`src/rtl/tc_pkg.sv`:
```
package tc_pkg;
  localparam int CODE_W     = 6;
  localparam int FLAG_W     = 2;
  localparam int TC_W       = CODE_W + FLAG_W;
  localparam int SRC_W      = 3;
  localparam int STAT_W     = 32;
  localparam int STAT_LSB   = 12;
  localparam logic [SRC_W-1:0] SRC_MASTER = 3'd1;
endpackage

```
`src/rtl/tc_divider.sv`:
```
module tc_divider #(
  parameter int DIV_W = 32
) (
  input  logic             clk,
  input  logic             rst_n,
  input  logic [DIV_W-1:0] term_i,
  output logic             event_o
);
  logic [DIV_W-1:0] cnt_q;
  logic [DIV_W-1:0] cnt_d;
  logic             cnt_en;

  always_comb begin
    cnt_en  = (term_i != '0);
    event_o = cnt_en && (cnt_q >= term_i);
    cnt_d   = event_o ? '0 : cnt_q + 1'b1;
  end

  always_ff @(posedge clk or negedge rst_n) begin
    if (!rst_n)      cnt_q <= '0;
    else if (cnt_en) cnt_q <= cnt_d;
  end
endmodule

```
`src/rtl/tc_code_cnt.sv`:
```
module tc_code_cnt
  import tc_pkg::*;
(
  input  logic              clk,
  input  logic              rst_n,
  input  logic              adv_i,
  output logic [CODE_W-1:0] code_o
);
  logic [CODE_W-1:0] code_q;
  logic [CODE_W-1:0] code_d;

  always_comb code_d = code_q + 1'b1;

  always_ff @(posedge clk or negedge rst_n) begin
    if (!rst_n)     code_q <= '0;
    else if (adv_i) code_q <= code_d;
  end

  assign code_o = code_q;
endmodule

```
`src/rtl/tc_chan_gate.sv`:
```
module tc_chan_gate
  import tc_pkg::*;
(
  input  logic             clk,
  input  logic             rst_n,
  input  logic             event_i,
  input  logic [SRC_W-1:0] sel_i,
  output logic             tick_o
);
  logic tick_d;
  logic tick_q;

  always_comb tick_d = event_i && (sel_i == SRC_MASTER);

  always_ff @(posedge clk or negedge rst_n) begin
    if (!rst_n) tick_q <= 1'b0;
    else        tick_q <= tick_d;
  end

  assign tick_o = tick_q;
endmodule

```
`src/rtl/tc_tick_gen.sv`:
```
module tc_tick_gen
  import tc_pkg::*;
#(
  parameter int NUM_CH = 4,
  parameter int DIV_W  = 32
) (
  input  logic                    clk,
  input  logic                    rst_n,
  input  logic [DIV_W-1:0]        term_i,
  input  logic [FLAG_W-1:0]       flags_i,
  input  logic [NUM_CH*SRC_W-1:0] src_sel_i,
  output logic                    tick_o,
  output logic [NUM_CH-1:0]       chan_tick_o,
  output logic [TC_W-1:0]         timecode_o,
  output logic [STAT_W-1:0]       status_o
);
  logic              rst_meta_q;
  logic              rst_sync_q;
  logic              tc_event;
  logic              tick_q;
  logic [CODE_W-1:0] code;

  // asynchronous assertion, synchronous release
  always_ff @(posedge clk or negedge rst_n) begin
    if (!rst_n) begin
      rst_meta_q <= 1'b0;
      rst_sync_q <= 1'b0;
    end else begin
      rst_meta_q <= 1'b1;
      rst_sync_q <= rst_meta_q;
    end
  end

  tc_divider #(.DIV_W(DIV_W)) u_div (
    .clk     (clk),
    .rst_n   (rst_sync_q),
    .term_i  (term_i),
    .event_o (tc_event)
  );

  tc_code_cnt u_code (
    .clk    (clk),
    .rst_n  (rst_sync_q),
    .adv_i  (tc_event),
    .code_o (code)
  );

  always_ff @(posedge clk or negedge rst_sync_q) begin
    if (!rst_sync_q) tick_q <= 1'b0;
    else             tick_q <= tc_event;
  end

  for (genvar ch = 0; ch < NUM_CH; ch++) begin : g_chan
    tc_chan_gate u_gate (
      .clk     (clk),
      .rst_n   (rst_sync_q),
      .event_i (tc_event),
      .sel_i   (src_sel_i[ch*SRC_W +: SRC_W]),
      .tick_o  (chan_tick_o[ch])
    );
  end

  always_comb begin
    tick_o     = tick_q;
    timecode_o = {flags_i, code};
    status_o   = '0;
    status_o[STAT_LSB +: CODE_W] = code;
  end
endmodule

```
`config.mk`:
```
export PLATFORM = sky130hd
export DESIGN_NAME = tc_tick_gen
export DESIGN_NICKNAME = d
export VERILOG_FILES = /design/src/rtl/tc_pkg.sv /design/src/rtl/tc_divider.sv /design/src/rtl/tc_code_cnt.sv /design/src/rtl/tc_chan_gate.sv /design/src/rtl/tc_tick_gen.sv
export SDC_FILE = /design/constraint.sdc
export NUM_CORES = 1
export LEC_CHECK = 0
export CORE_MARGIN = 2
export CORE_UTILIZATION = 45
export CTS_CLUSTER_SIZE = 14
export DETAILED_ROUTE_END_ITERATION = 7
export PLACE_DENSITY = 0.85
export SKIP_LAST_GASP = 1
export SYNTH_ARGS = -nofsm -noshare
export SYNTH_HDL_FRONTEND = slang
export SYNTH_SLANG_ARGS = --single-unit
```
`constraint.sdc`:
```
create_clock -name clk -period 1.25 [get_ports clk]
set_input_delay 0.25 -clock clk [delete_from_list [all_inputs] [get_ports clk]]
set_output_delay 0.25 -clock clk [all_outputs]
set_load 0.01 [all_outputs]
```
### Word-level counts from Yosys, hierarchy flattened

Index checks and enable logic that the tools add are counted.

* multipliers: 0
* mux-type cells: 1
* shift operators: 0
* $add $sub $neg: 2
* div/mod/pow operators: 0
* equal/unequal tests: 4
* bitwise logic cells: 0
* reduce and logical (&&, ||, !) cells: 6
* $lt $le $gt $ge: 1

Operators by type and width (number)
* adder 32 x 1 -> 32 bit (second input constant): 1
* >= comparator 32 bit: 1
* 2-to-1 mux 32 bit: 1
* nonzero test 32 bit: 1
* == test 3 x 1 -> 1 bit (second input constant): 4
* adder 6 x 1 -> 6 bit (second input constant): 1
* logical AND 1 bit: 5

* bits of input ports: 48
* bits in read-only memories: 0
* flip-flop bits (word level): 45
* memories: 0
* output and inout port bits: 45
* latch bits: 0
* bits in writable memories: 0
* word-level logic and storage cells: 23

### Depth between registers and ports, before layout

Gate-level depths: netlist (run 1).

* word-level depth: 3
* gate-level depth with buffers: 11
* depth with buffers taken out: 9

### Cells and area by module

Synthesis (run 1) repeated with hierarchy kept, for this count alone.

* cells, all modules: 400
* area, all modules: 3513.4 um2

Modules (own cells, without submodules)
* tc_divider: area an instance 2775.2 um2, instances 1, cells each 335, sequential area each 800.8 um2
* tc_tick_gen: area an instance 337.8 um2, instances 1, cells each 39, sequential area each 75.1 um2
* tc_code_cnt: area an instance 250.2 um2, instances 1, cells each 18, sequential area each 150.1 um2
* tc_chan_gate: area an instance 37.5 um2, instances 4, cells each 2, sequential area each 25.0 um2

### Least setup slack after synthesis (run 1)

Ideal clock, no wire load.

* path type: reg-to-reg
* start point: reg u_div.cnt_q[13]
* end point: reg u_code.code_q[1], in the netlist u_code.code_o[1]
* clock period less this slack: 2.468 ns
* arrival time: 2.343 ns
* stages on the path, launching flop included: 10
* data required time: 1.125 ns
* setup slack: -1.218 ns
* library setup time: 0.125 ns
* buffers on the path: 1
* path through: dfrtp_1 > ha_1 > a21o_1 > a21o_1 > a221o_1 > o31a_1 > buf_6 > o21ai_4 > inv_4 > mux2_4

* longest elaborated chain between the ends: 2

RTL lines
* from (decl): RTL line tc_divider.sv:9 `logic [DIV_W-1:0] cnt_q;`
* from (signal assigned): RTL line tc_divider.sv:21 `else if (cnt_en) cnt_q <= cnt_d;`
* >= comparator 32 bit: RTL line tc_divider.sv:15 `event_o = cnt_en && (cnt_q >= term_i);`
* logical AND 1 bit: RTL line tc_divider.sv:15
* to (signal assigned): RTL line tc_code_cnt.sv:16 `else if (adv_i) code_q <= code_d;`
* to (decl): RTL line tc_code_cnt.sv:9 `logic [CODE_W-1:0] code_q;`

Every way passes these cells.
A chain may end at the register's enable or synchronous reset.

### Worst setup path in the final report (run 1)

* start point: reg u_div.cnt_q[0]
* end point: reg u_code.code_q[1], in the netlist u_code.code_o[1]

The elaborated chain is that of the path after synthesis.

==> qor.yml, run 1 <==
hpwlAfterDp_um: 7660
netlist_instances: 394
slowest_delay_ns: 0.40
crit_path_start_kind: "flip-flop"
rsz0062_at_grt: "true"
fin_crit_ns: 2.45
setup_tns_ns: -48.42
final_nets: 634
drc_errors: 0
syn_to_final_growth_pct: 51.4
totalWireLength_um: 10500
cts_root_buffer: "clkbuf_8"
p_leak_nw: 2.58
die_width_um: 91.7
final.period_utilization_pct: 196
cts_buffer_depth: 2
synth-edff-count: 0
synth_seq_cells: 45
path_clk_slew_ns: 0.09
drtPass1Iterations: 5
crit_fanout: 6
io_buffers: 62
grt.overflow.total: 0
ys.flop_type: "dfrtp_1"
fp-row-count: 31
via_per_inst: 5.42
cp_slowest_cell: "dfrtp_1"
synth_top_area_cell: "dfrtp_1"
cts_tree: "yes"
synthArstFlopShare_pct: 100
wl_per_cell_um: 16.0
core_area_mm2: 0.00737
yosysTopAreaCellShare_pct: 32.5
crit_chain: "inv_2, ha_4, nand2b_4, a2111oi_4, and4bb_2, o31a_4, o21ai_4, inv_4, mux2_4"
placed_area_mm2: 0.00477
yosysWarnings: 0
violations: "setup timing"
maxCapViolCount: 0
status: "complete, but fails checks"
synth.top_cells.by_count: "dfrtp_1 (45), buf_4 (38), inv_1 (37)"
reg2reg_setup_slack_ns: -1.20
cts_htree_levels: 2
synth_cell_types: 44
critPathKind: "flip-flop to flip-flop"
grt_first_pass_wirelength_um: 16700
synthTopCellsByArea: "dfrtp_1 (33%), ha_1 (12%), buf_4 (8.2%)"
synth_most_common_cell: "dfrtp_1"
grt_pass1_vias: 3548
die-area_mm2: 0.00841
cts.sinks: 45
cp.arrival_ns: 2.65
num_vias: 3534
start_util_pct: 47.0
layout_setup_ws_ns: -1.20
hold_class: "input port to asynchronous set/reset pin"
final_max_slew_viol_count: 0
finalClockSkew_ns: 0.0131
syn_area_per_cell_um2: 8.79
gp_congestion: 0.851
peakVddDrop_mv: 0.892
setup_viol: 44
seq_area_frac_synth_pct: 32.5
drive_gt1_share_pct: 30.4
fmax_ghz: 0.408
ios: 93
grt_max_degree: 36
hold_viol: 0
fin_area_mm2: 0.00524
first_iter_violations: 215
p_per_area_mw_per_mm2: 1150
p_total_mw: 6.02
diodes: 0
numCtsBuffers: 5
dieHeight_um: 91.7
grt_usage_pct: 24.7
clk_latency_ns: 0.31
required_ns: 1.45
ant_nets: 0
end_kind: "flip-flop"
antenna_found_initial: 0
syn_area_mm2: 0.00346
[repair_timing]
item,4_1_cts,5_1_grt
setup buffers,10,6
hold buffers,0,0
endpoints found under the setup margin,60,54
cloned,1,0
endpoints found under the hold margin,0,0
resized for setup,70,18
pin swaps,19,6
[flip-flops by register name, indices dropped and copies added, names as in the netlist]
signal and cells:
rst_meta_q 1, u_code.code_o 6, g_chan.u_gate.tick_o 4, tick_o 1, rst_sync_q 1, u_div.cnt_q 32
[report_power, final]
group / internal (mW) / leakage [nW] / switching [mW] / total [mW]
clock network: 0.651 / 0.0574 / 0.533 / 1.18
logic: 1.65 / 1.92 / 1.27 / 2.92
registers: 1.71 / 0.600 / 0.204 / 1.92
[metal layers]
layer,GRT usage (%),vias to the layer above,share of wire [%]
met5,0,-,0
met4,9.20,0,3.0
met3,4.27,34,6.9
met2,45.6,147,52
met1,28.3,1710,38
li1,-,1643,-
[cell type report]
type / count / area [µm²]
multi-input combinational: 289 / 2220
fill: 510 / 2130
timing repair buffer: 173 / 1510
sequential: 45 / 1130
inverter: 38 / 145
tap: 99 / 124
clock buffer: 6 / 82.6
clock inverter: 2 / 37.5
[placed cells by master (no fill, tap or decap), types with 8 or more instances in the layout]
master           count
clkdlybuf4s50_1     41
nand2_1             34
inv_1               36
xnor2_1             14
nand4_1             17
ha_1                30
buf_6               10
nor2_1              24
a21oi_1             13
nor4_1              13
nand3_1             13
dlygate4sd2_1        9
buf_4              101
clkdlybuf4s15_1      8
dfrtp_1             44
conb_1              27
nor3_1              10
[worst max-delay path: cells and delay by family, from the launching register on]
family                     cells  cell delay, ns
DFF                            1            0.40
adders and majority gates      1            0.19
muxes                          1            0.28
AOI/OAI and AO/OA              3            0.91
buffers and inverters          2            0.14
and+or+nand+nor                2            0.44
[logic make-up (layout without fill, tap and decap cells)]
group	count (synthesis)	after routing	synth area share, %
AO/OA/AOI/OAI	62	62	13.1
XOR/XNOR	19	19	4.81
adder cells (fa/ha/maj)	34	34	12.3
buffers and inverters	85	219	13.9
flip-flops	45	45	32.5
multiplexers	2	2	0.759
other	2	27	0.217
AND/OR/NAND/NOR	145	145	22.4
[path summary, 6_finish.rpt]
check,from,to,cells after the start
max,u_div.cnt_q[0],u_code.code_o[1],9
min,rst_n,rst_sync_q,1
max reg2reg,u_div.cnt_q[0],u_code.code_o[1],9
min reg2reg,rst_sync_q,u_div.cnt_q[1],0
max in group asynchronous,rst_sync_q,u_div.cnt_q[11],1
min in group clk,rst_meta_q,rst_sync_q,0
[stage by stage]
| stage | worst slack, ns | utilization, % | std cells | hold slack (ns) |
|---|---|---|---|---|
| final | -1.20 | 71.1 | 652 | 0.103 |
| after global routing | -1.31 | 71.1 | 652 | 0.0878 |
| after CTS | -1.16 | 69.7 | 646 | 0.0924 |
| after detailed placement | -1.67 | 64.7 | 627 | 0.128 |
| after global placement | -1.57 | 64.7 | 627 | 0.132 |
| after floorplan | -1.20 | - | 419 | -0.0456 |
No activity file was read; power rests on OpenSTA's default activity.
==> inputs of run 2 (changes only) <==
--- a/config.mk
+++ b/config.mk
@@ -9,8 +9,9 @@
 export CORE_UTILIZATION = 45
 export CTS_CLUSTER_SIZE = 14
 export DETAILED_ROUTE_END_ITERATION = 7
-export PLACE_DENSITY = 0.85
+export PLACE_DENSITY = 0.83
 export SKIP_LAST_GASP = 1
 export SYNTH_ARGS = -nofsm -noshare
 export SYNTH_HDL_FRONTEND = slang
 export SYNTH_SLANG_ARGS = --single-unit
+export TNS_END_PERCENT = 50
==> run 2 against run 1 <==
Effect of this change:
- the flow still finishes with violations (setup timing)
- total power fell by 5.9%
- combinational power fell by 7%
- final cell count fell by 1.4%
- clock skew fell by 0.0026 ns
- die area did not move
- non-clock buffer count fell by 9
- worst hold slack got worse by 0.0093 ns
- wire length fell by 5.4%
- sequential power rose by 3%
- clock power fell by 18%
- largest cell class unchanged
==> qor.yml, run 2 (synthesis results as in run 1) <==
pwr-share-clk_pct: 17.0
required_ns: 1.49
fin_hold_ws_ns: 0.0933
final_cells: 643
combPwrFrac_pct: 48.2
maxCapViolCount: 0
grt_first_pass_wirelength_um: 16100
p_leak_nw: 2.55
grt_pass1_vias: 3483
drtPass1Iterations: 5
totalWireLength_um: 9880
rsz0062_at_grt: "true"
cp.arrival_ns: 2.73
peakVddDrop_mv: 1.02
syn_to_final_growth_pct: 51.2
finalClockSkew_ns: 0.0105
hold_buffers: 0
io_buffers: 62
grt_max_degree: 27
cts_tree: "yes"
numCtsBuffers: 5
clk_latency_ns: 0.31
seqPwrFrac_pct: 34.8
cts_htree_levels: 2
status: "complete, but fails checks"
dp_cells: 625
ios: 93
gp_congestion: 0.925
hold_viol: 0
hpwlAfterDp_um: 7420
layout_setup_ws_ns: -1.24
post-route-util_pct: 71.0
grt_usage_pct: 23.8
cts.sinks: 45
final_nets: 625
final_common_cell: "buf_4"
die-area_mm2: 0.00841
setup_tns_ns: -53.96
ant_nets: 0
diodes: 0
fp-row-count: 31
dieHeight_um: 91.7
drc_errors: 0
p_switching_mw: 1.99
cts_buffer_depth: 2
end_kind: "flip-flop"
cts_root_buffer: "clkbuf_8"
die_width_um: 91.7
wl_per_cell_um: 15.4
layout_common_cells: "buf_4 (93), clkdlybuf4s50_1 (50), dfrtp_1 (44), nand2_1 (34), inv_1 (31)"
critPathKind: "flip-flop to flip-flop"
largest_reg_flops: 32
preCtsSetupSlack_ns: -1.65
violations: "setup timing"
grt.overflow.total: 0
start_util_pct: 47.0
fin_crit_ns: 2.49
core_area_mm2: 0.00737
final.period_utilization_pct: 199
placed_area_mm2: 0.00473
via_per_inst: 5.35
num_vias: 3438
max_flop_register: "u_div.cnt_q"
hold_class: "input port to asynchronous set/reset pin"
switching_share_pct: 35.1
drive_gt1_share_pct: 30.0
p_total_mw: 5.67
p_per_area_mw_per_mm2: 1080
first_iter_violations: 216
fmax_ghz: 0.402
path_clk_slew_ns: 0.09
crit_fanout: 4
antenna_found_initial: 0
internal-power_mw: 3.68
setup_viol: 60
crit_path_start_kind: "flip-flop"
final_max_slew_viol_count: 0
fin_area_mm2: 0.00523
-- run 2: cell count changes in the layout (fill, tap and decap cells not counted), sizes merged --
cell | before | now
buf | 115 | 102
clkdlybuf4s50 | 41 | 50
dlymetal6s2s | 0 | 9
clkdlybuf4s15 | 8 | 0
dlygate4sd2 | 9 | 3
bufinv | 1 | 0
clkbuf | 6 | 5
clkinv | 0 | 1
inv | 38 | 39
-- run 2: cell type report --
cell class	instances	area [µm²]
Multi-Input combinational cell	289	2290
Timing Repair Buffer	164	1460
Fill cell	524	2140
Clock buffer	5	68.8
Clock inverter	3	21.3
Inverter	38	145
Sequential cell	45	1130
Tap cell	99	124
-- run 2: routing by layer --
metal,global-route usage [%],wire [µm],vias to the layer above
met1,28.8,3980,1649
met2,43.6,5210,124
li1,-,-,1637
met3,3.04,431,28
met4,7.71,267,0
met5,0,0,-
-- run 2: path summary, 6_finish.rpt --
kind / from / to / slack, ns / cells after the start
setup / recovery: u_div.cnt_q[0] / u_div.cnt_q[2] / -1.24 / 10
hold / removal: rst_n / rst_meta_q / 0.09 / 1
setup reg to reg: u_div.cnt_q[0] / u_div.cnt_q[2] / -1.24 / 10
hold reg to reg: rst_sync_q / u_code.code_o[1] / 0.22 / 1
max in group asynchronous: rst_sync_q / u_div.cnt_q[9] / 0.68 / 1
min in group clk: rst_meta_q / rst_sync_q / 0.36 / 0
-- run 2: power by group through the flow --
| stage | clock, mW | combinational, mW | sequential (mW) |
|---|---|---|---|
| after floorplan | 0 | 1.22 | 2.07 |
| after global placement | 0 | 2.30 | 1.96 |
| after detailed placement | 0 | 2.38 | 1.97 |
| after CTS | 0.963 | 2.54 | 1.95 |
| after global routing | 1.01 | 3.03 | 2.00 |
| final | 0.962 | 2.73 | 1.97 |
-- run 2: repair_timing --
action / in CTS / in global routing
setup endpoints to repair: 60 / 60
gates resized for setup: 25 / 40
buffers inserted: 7 / 3
pin swaps: 12 / 14
-- run 2: critical path, cell delays in order (launching register included) --
cell and delay [ns]:
dfrtp_1 0.40, inv_2 0.09, ha_4 0.19, nand2b_4 0.14
a2111oi_4 0.31, and4bb_1 0.24, o31a_1 0.36, buf_6 0.14
nor3_4 0.25, buf_6 0.16, a22o_1 0.14
